===== src/rtl/rxr_pkg.sv =====
package rxr_pkg;
    localparam int PAGE_W    = 8;
    localparam int OFS_W     = 8;
    localparam int ADDR_W    = PAGE_W + OFS_W;
    localparam int HDR_BYTES = 4;
    localparam int CNT_W     = 16;
    localparam int STAT_W    = 8;

    typedef logic [PAGE_W-1:0] page_t;

    typedef struct packed {
        page_t              pg;
        logic [OFS_W-1:0]   ofs;
    } baddr_t;

    typedef struct packed {
        logic [STAT_W-1:0]  status;
        page_t              nxt;
        logic [CNT_W-1:0]   cnt;
    } hdr_t;

    typedef enum logic [1:0] {
        ST_IDLE,
        ST_RECV,
        ST_HDR,
        ST_DROP
    } rx_state_e;

    function automatic page_t ring_step(page_t pg, page_t first, page_t past_end);
        page_t inc;
        inc = pg + page_t'(1);
        return (inc == past_end) ? first : inc;
    endfunction
endpackage


===== src/rtl/rxr_ptr.sv =====
module rxr_ptr
    import rxr_pkg::*;
(
    input  logic   clk,
    input  logic   rst,
    input  logic   load,
    input  page_t  load_pg,
    input  logic   adv,
    input  page_t  first_pg,
    input  page_t  past_pg,
    output baddr_t ptr
);
    always_ff @(posedge clk) begin
        if (rst) begin
            ptr <= '0;
        end else if (load) begin
            ptr.pg  <= load_pg;
            ptr.ofs <= OFS_W'(HDR_BYTES);
        end else if (adv) begin
            if (&ptr.ofs) begin
                ptr.pg  <= ring_step(ptr.pg, first_pg, past_pg);
                ptr.ofs <= '0;
            end else begin
                ptr.ofs <= ptr.ofs + OFS_W'(1);
            end
        end
    end


    page_wrap_chk: assert property (@(posedge clk) disable iff (rst)
        (adv && !load && (&ptr.ofs)) |=>
            (ptr.ofs == '0) &&
            ((ptr.pg == $past(first_pg)) || (ptr.pg == $past(ptr.pg) + page_t'(1))));


    step_one_chk: assert property (@(posedge clk) disable iff (rst)
        (adv && !load && !(&ptr.ofs)) |=>
            (ptr.pg == $past(ptr.pg)) && (ptr.ofs == $past(ptr.ofs) + OFS_W'(1)));
endmodule


===== src/rtl/rxr_hdr.sv =====
module rxr_hdr
    import rxr_pkg::*;
(
    input  hdr_t        hdr,
    input  logic [1:0]  idx,
    output logic [7:0]  byte_out
);
    always_comb begin
        unique case (idx)
            2'd0:    byte_out = hdr.status;
            2'd1:    byte_out = hdr.nxt;
            2'd2:    byte_out = hdr.cnt[7:0];
            default: byte_out = hdr.cnt[15:8];
        endcase
    end
endmodule


===== src/rtl/rx_ring_mgr.sv =====
module rx_ring_mgr
    import rxr_pkg::*;
(
    input  logic        clk,
    input  logic        rst,
    input  logic [7:0]  cfg_start_pg,
    input  logic [7:0]  cfg_stop_pg,
    input  logic [7:0]  cfg_bound_pg,
    input  logic        cur_wr_en,
    input  logic [7:0]  cur_wr_pg,
    output logic [7:0]  cur_pg,
    input  logic        rx_sof,
    input  logic        rx_valid,
    input  logic [7:0]  rx_byte,
    input  logic        rx_eof,
    input  logic [7:0]  rx_status,
    input  logic        rx_abort,
    output logic        mem_we,
    output logic [15:0] mem_addr,
    output logic [7:0]  mem_wdata,
    output logic        ovw_evt,
    output logic        miss_evt
);
    rx_state_e        state;
    page_t            cur_q;
    page_t            frm_pg;
    logic [CNT_W-1:0] len;
    hdr_t             hdr_q;
    logic [1:0]       hidx;
    baddr_t           ptr;
    baddr_t           addr_q;
    logic [7:0]       hdr_byte;
    page_t            nxt_pg;
    logic             hit_bound;
    logic             take_byte;
    logic             start_frm;

    assign start_frm = (state == ST_IDLE) && rx_sof;
    assign hit_bound = (ptr.pg == cfg_bound_pg);
    assign take_byte = (state == ST_RECV) && !rx_abort && !rx_eof && rx_valid && !hit_bound;
    assign nxt_pg    = (ptr.ofs == '0) ? ptr.pg : ring_step(ptr.pg, cfg_start_pg, cfg_stop_pg);

    rxr_ptr u_ptr (
        .clk      (clk),
        .rst      (rst),
        .load     (start_frm),
        .load_pg  (cur_q),
        .adv      (take_byte),
        .first_pg (cfg_start_pg),
        .past_pg  (cfg_stop_pg),
        .ptr      (ptr)
    );

    rxr_hdr u_hdr (
        .hdr      (hdr_q),
        .idx      (hidx),
        .byte_out (hdr_byte)
    );

    always_ff @(posedge clk) begin
        if (rst) begin
            state     <= ST_IDLE;
            cur_q     <= '0;
            frm_pg    <= '0;
            len       <= '0;
            hdr_q     <= '0;
            hidx      <= '0;
            addr_q    <= '0;
            mem_we    <= 1'b0;
            mem_wdata <= '0;
            ovw_evt   <= 1'b0;
            miss_evt  <= 1'b0;
        end else begin
            mem_we   <= 1'b0;
            ovw_evt  <= 1'b0;
            miss_evt <= 1'b0;
            unique case (state)
                ST_IDLE: begin
                    if (cur_wr_en) cur_q <= cur_wr_pg;
                    if (rx_sof) begin
                        state  <= ST_RECV;
                        len    <= '0;
                        frm_pg <= cur_q;
                    end
                end
                ST_RECV: begin
                    if (rx_abort) begin
                        state <= ST_IDLE;
                    end else if (rx_eof) begin
                        hdr_q.status <= rx_status;
                        hdr_q.nxt    <= nxt_pg;
                        hdr_q.cnt    <= len + CNT_W'(HDR_BYTES);
                        hidx         <= '0;
                        state        <= ST_HDR;
                    end else if (rx_valid) begin
                        if (hit_bound) begin
                            ovw_evt  <= 1'b1;
                            miss_evt <= 1'b1;
                            state    <= ST_DROP;
                        end else begin
                            mem_we    <= 1'b1;
                            addr_q    <= ptr;
                            mem_wdata <= rx_byte;
                            len       <= len + CNT_W'(1);
                        end
                    end
                end
                ST_HDR: begin
                    mem_we     <= 1'b1;
                    addr_q.pg  <= frm_pg;
                    addr_q.ofs <= {{(OFS_W-2){1'b0}}, hidx};
                    mem_wdata  <= hdr_byte;
                    hidx       <= hidx + 2'd1;
                    if (hidx == 2'd3) begin
                        cur_q <= hdr_q.nxt;
                        state <= ST_IDLE;
                    end
                end
                default: begin
                    if (rx_eof || rx_abort) state <= ST_IDLE;
                end
            endcase
        end
    end

    assign cur_pg   = cur_q;
    assign mem_addr = addr_q;


    ovw_pair_chk: assert property (@(posedge clk) disable iff (rst)
        ovw_evt |-> miss_evt);


    bound_nowr_chk: assert property (@(posedge clk) disable iff (rst)
        ((state == ST_RECV) && rx_valid && !rx_eof && !rx_abort && hit_bound) |=> !mem_we);


    cur_hold_chk: assert property (@(posedge clk) disable iff (rst)
        ((state == ST_RECV) || (state == ST_DROP)) |=> $stable(cur_pg));


    hdr_page_chk: assert property (@(posedge clk) disable iff (rst)
        (state == ST_HDR) |=> (mem_we && (mem_addr[15:8] == $past(frm_pg))));


    drop_quiet_chk: assert property (@(posedge clk) disable iff (rst)
        (state == ST_DROP) |=> !mem_we);
endmodule


===== config.mk =====
export PLATFORM = sky130hd
export DESIGN_NAME = rx_ring_mgr
export DESIGN_NICKNAME = d
export VERILOG_FILES = /design/src/rtl/rxr_pkg.sv /design/src/rtl/rxr_ptr.sv /design/src/rtl/rxr_hdr.sv /design/src/rtl/rx_ring_mgr.sv
export SDC_FILE = /design/constraint.sdc
export NUM_CORES = 1
export LEC_CHECK = 0
export ABC_CLOCK_PERIOD_IN_PS = 3100
export BUFFER_PORTS_ARGS = -buffer_cell sky130_fd_sc_hd__buf_2
export CORE_MARGIN = 5
export CORE_UTILIZATION = 58
export DETAILED_ROUTE_END_ITERATION = 10
export GPL_ROUTABILITY_DRIVEN = 0
export GPL_TIMING_DRIVEN = 0
export PLACE_DENSITY = 0.92
export SLEW_MARGIN = 20
export SYNTH_ARGS = -nofsm -noshare
export SYNTH_HDL_FRONTEND = slang
export SYNTH_HIERARCHICAL = 1
export SYNTH_SLANG_ARGS = --single-unit

===== constraint.sdc =====
create_clock -name clk -period 3.1 [get_ports clk]
set_input_delay 0.465 -clock clk [delete_from_list [all_inputs] [get_ports clk]]
set_output_delay 0.465 -clock clk [all_outputs]
set_load 0.03 [all_outputs]

==> results.json <==
{
  "syn_nets": 761,
  "synth_cell_type_count": 66,
  "vdd_drop_max_uv": 341,
  "synth_edf_count": 0,
  "wl_per_cell_um": 18.1,
  "syn_avg_cell_area_um2": 8.63,
  "slew_viol_final": 0,
  "max-cap-violations": 0,
  "synth_cells": 697,
  "p_per_area_nw_per_um2": 540,
  "fin_skew_ns": 0.0125,
  "finalWirelength_um": 17000,
  "hold_depth": 3,
  "hold_viol_final": 0,
  "die_x_um": 112,
  "fin_ws_ns": 0.196,
  "cts_tree": "built",
  "async_reset_ff_share_pct": 0,
  "dp_hpwl_um": 12700,
  "cp-start-kind": "register",
  "fmax_mhz": 344,
  "dp_slack_ns": -0.257,
  "syn_area_um2": 6020,
  "hold_path_end": "hdr_q[28]",
  "nNetsFinal": 862,
  "area_growth_pct": 14.4,
  "drt-vias-per-instance": 5.99,
  "fillCellCount": 815,
  "instances_no_fill": 939,
  "rsz0062_at_grt": "no",
  "r2r_start": "u_ptr/ptr[14]",
  "dp.cells": 922,
  "path_clk_slew_ns": 0.11,
  "critPathCaptureType": "register",
  "total_leakage_power_nw": 2.61,
  "num_antenna_cells": 0,
  "tns_ns": 0,
  "grt_max_degree": 19,
  "hp-class": "in -> reg",
  "grt_overflow": 0,
  "drc": 0,
  "r2r_setup_slack_ns": 0.20,
  "placed_area_um2": 6630,
  "grtUsageTotal_pct": 26.9,
  "antenna_found_initial": 0,
  "cp_data_arrival_time_ns": 3.22,
  "slew_headroom_pct": 43.8,
  "design_area_um2": 6880,
  "drt-pass1-iter-count": 6,
  "insertion_delay_ns": 0.39,
  "htreeDepth": 3,
  "die_h_um": 112,
  "ys_seq_area_share_pct": 36.6,
  "criticalPathCategory": "reg -> reg",
  "cts_buffers": 9,
  "outcome": "completed",
  "fin_crit_ns": 2.90,
  "worstMarginPinSlew_ns": 0.836,
  "layout_commonest_cell": "dfxtp_1",
  "io_pins": 90,
  "initial_core_util_pct": 58.8,
  "worstHoldStart": "rx_status[4]",
  "synth_warnings": 6,
  "cts_root_buf": "clkbuf_8",
  "synth_flop_cell": "dfxtp_1",
  "period_share_pct": 93.7,
  "core_area_um2": 10200,
  "setup-violations-final": 0,
  "rows": 37,
  "grt_pass1_vias": 5439,
  "ys_ff_latch": 110,
  "r2r.worst_path.cells": 9,
  "cts.sinks": 110,
  "clockBufferDepth": 2,
  "crit_fanout": 10,
  "die_area_um2": 12500,
  "drt_iter0_drc": 635,
  "timing.rr.end": "u_ptr/ptr[14]",
  "grt_pass1_wl_um": 27200,
  "io_buffers": 89,
  "layout_common_cells": "109 x dfxtp_1, 95 x buf_2, 95 x nor2_1",
  "antenna_left": 0,
  "crit_required_ns": 3.42,
  "vias": 5628,
  "drive_above_1_share_pct": 19.4
}
==> per-layer routing <==
| metal | vias to the layer above | routed length (um) | GRT usage, % |
|---|---|---|---|
| met2 | 284 | 8090 | 45.6 |
| met5 | - | 0 | 0 |
| met1 | 2621 | 6730 | 33.6 |
| met3 | 47 | 1620 | 6.63 |
| li1 | 2676 | - | - |
| met4 | 0 | 511 | 9.00 |
==> worst max-delay path, stage by stage (launching register included) <==
cell and delay [ns]:
dfxtp_1 0.52, buf_2 0.33, xnor2_1 0.10, nand4_1 0.22, o21a_4 0.25, and4_1 0.28, nand3_2 0.24, or2_2 0.36
clkdlybuf4s25_2 0.35, o22ai_1 0.17
==> cells by family (layout without fill, tap and decap cells) <==
kind of cell               after synthesis  in the layout  share of synthesized area [%]
and+or+nand+nor                        256            256                           19.3
AOI/OAI and AO/OA                      157            157                           18.1
DFF                                    110            110                           36.6
xor gates and xnor gates                59             59                           9.57
buffers and inverters                   59            165                           5.03
muxes                                   47             47                           9.48
adders and majority gates                9              9                           1.87
==> state kept, by name (all words and copies together) (netlist names) <==
register and cells:
hidx 2, len 16, state 2, u_ptr/ptr 16
mem_addr 16, miss_evt 1, hdr_q 32, mem_we 1
frm_pg 8, cur_pg 8, mem_wdata 8
==> area by class of cell <==
cell class | instances | area, um^2 | area share [%]
clock buffers | 10 | 128 | 1.85
multi-input cells | 528 | 3530 | 51.3
clock inverters | 6 | 93.8 | 1.36
flip-flops and latches | 110 | 2200 | 32.0
plain buffers | 48 | 263 | 3.82
well taps | 136 | 170 | 2.47
repair buffers | 90 | 453 | 6.58
inverters | 11 | 41.3 | 0.600
==> power by group <==
| group | internal, mW | switching (mW) |
|---|---|---|
| logic | 0.373 | 0.692 |
| registers | 1.55 | 0.127 |
| clock network | 0.463 | 0.510 |
==> cells in the mapped netlist, types with 6 or more instances <==
master	number	share of area [%]
nor3_1	14	1.2
mux2i_1	39	6.5
clkbuf_1	23	1.4
o22ai_1	8	0.83
nor2_1	95	5.9
xnor2_1	37	5.4
a211oi_1	40	5.0
buf_1	6	0.37
buf_6	6	1.1
nand3b_1	8	1.0
buf_4	6	0.75
and3_1	6	0.62
mux4_2	8	3.0
a21oi_1	54	4.5
inv_1	11	0.69
a31o_2	8	1.2
dfxtp_1	110	37
nand2_1	83	5.2
o21ai_0	9	0.75
nand2b_1	7	0.73
ha_1	9	1.9
xor2_1	18	2.6
nand3_1	18	1.5
==> stage by stage <==
| stage | utilization [%] | hold WS (ns) | total power [mW] |
|---|---|---|---|
| after floorplan | - | 0.433 | 2.42 |
| final | 67.3 | 0.304 | 3.71 |
| after global placement | 64.8 | 0.440 | 2.72 |
| after CTS | 67.1 | 0.296 | 3.70 |
| after detailed placement | 64.8 | 0.448 | 2.75 |
| after global routing | 67.3 | 0.294 | 3.89 |
==> timing repair <==
item                       4_1_cts  5_1_grt
pin swaps                        0        1
hold buffers                     0        0
cloned                           0        0
resized for setup                3        3
setup buffers                    0        1
hold endpoints to repair         0        0
setup endpoints to repair        8       23
==> worst max-delay path by stage <==
stage                             start             to  slack, ns  cells after the start
after floorplan                state[1]  u_ptr/ptr[14]       0.33                     11
after global placement         state[1]  u_ptr/ptr[14]      -0.17                     11
after detailed placement       state[1]  u_ptr/ptr[14]      -0.26                     11
after CTS                  u_ptr/ptr[9]      hdr_q[23]       0.03                      9
after global routing           state[1]  u_ptr/ptr[14]       0.03                     11
final                     u_ptr/ptr[14]  u_ptr/ptr[14]       0.20                      9
No activity file was read; power rests on OpenSTA's default activity.
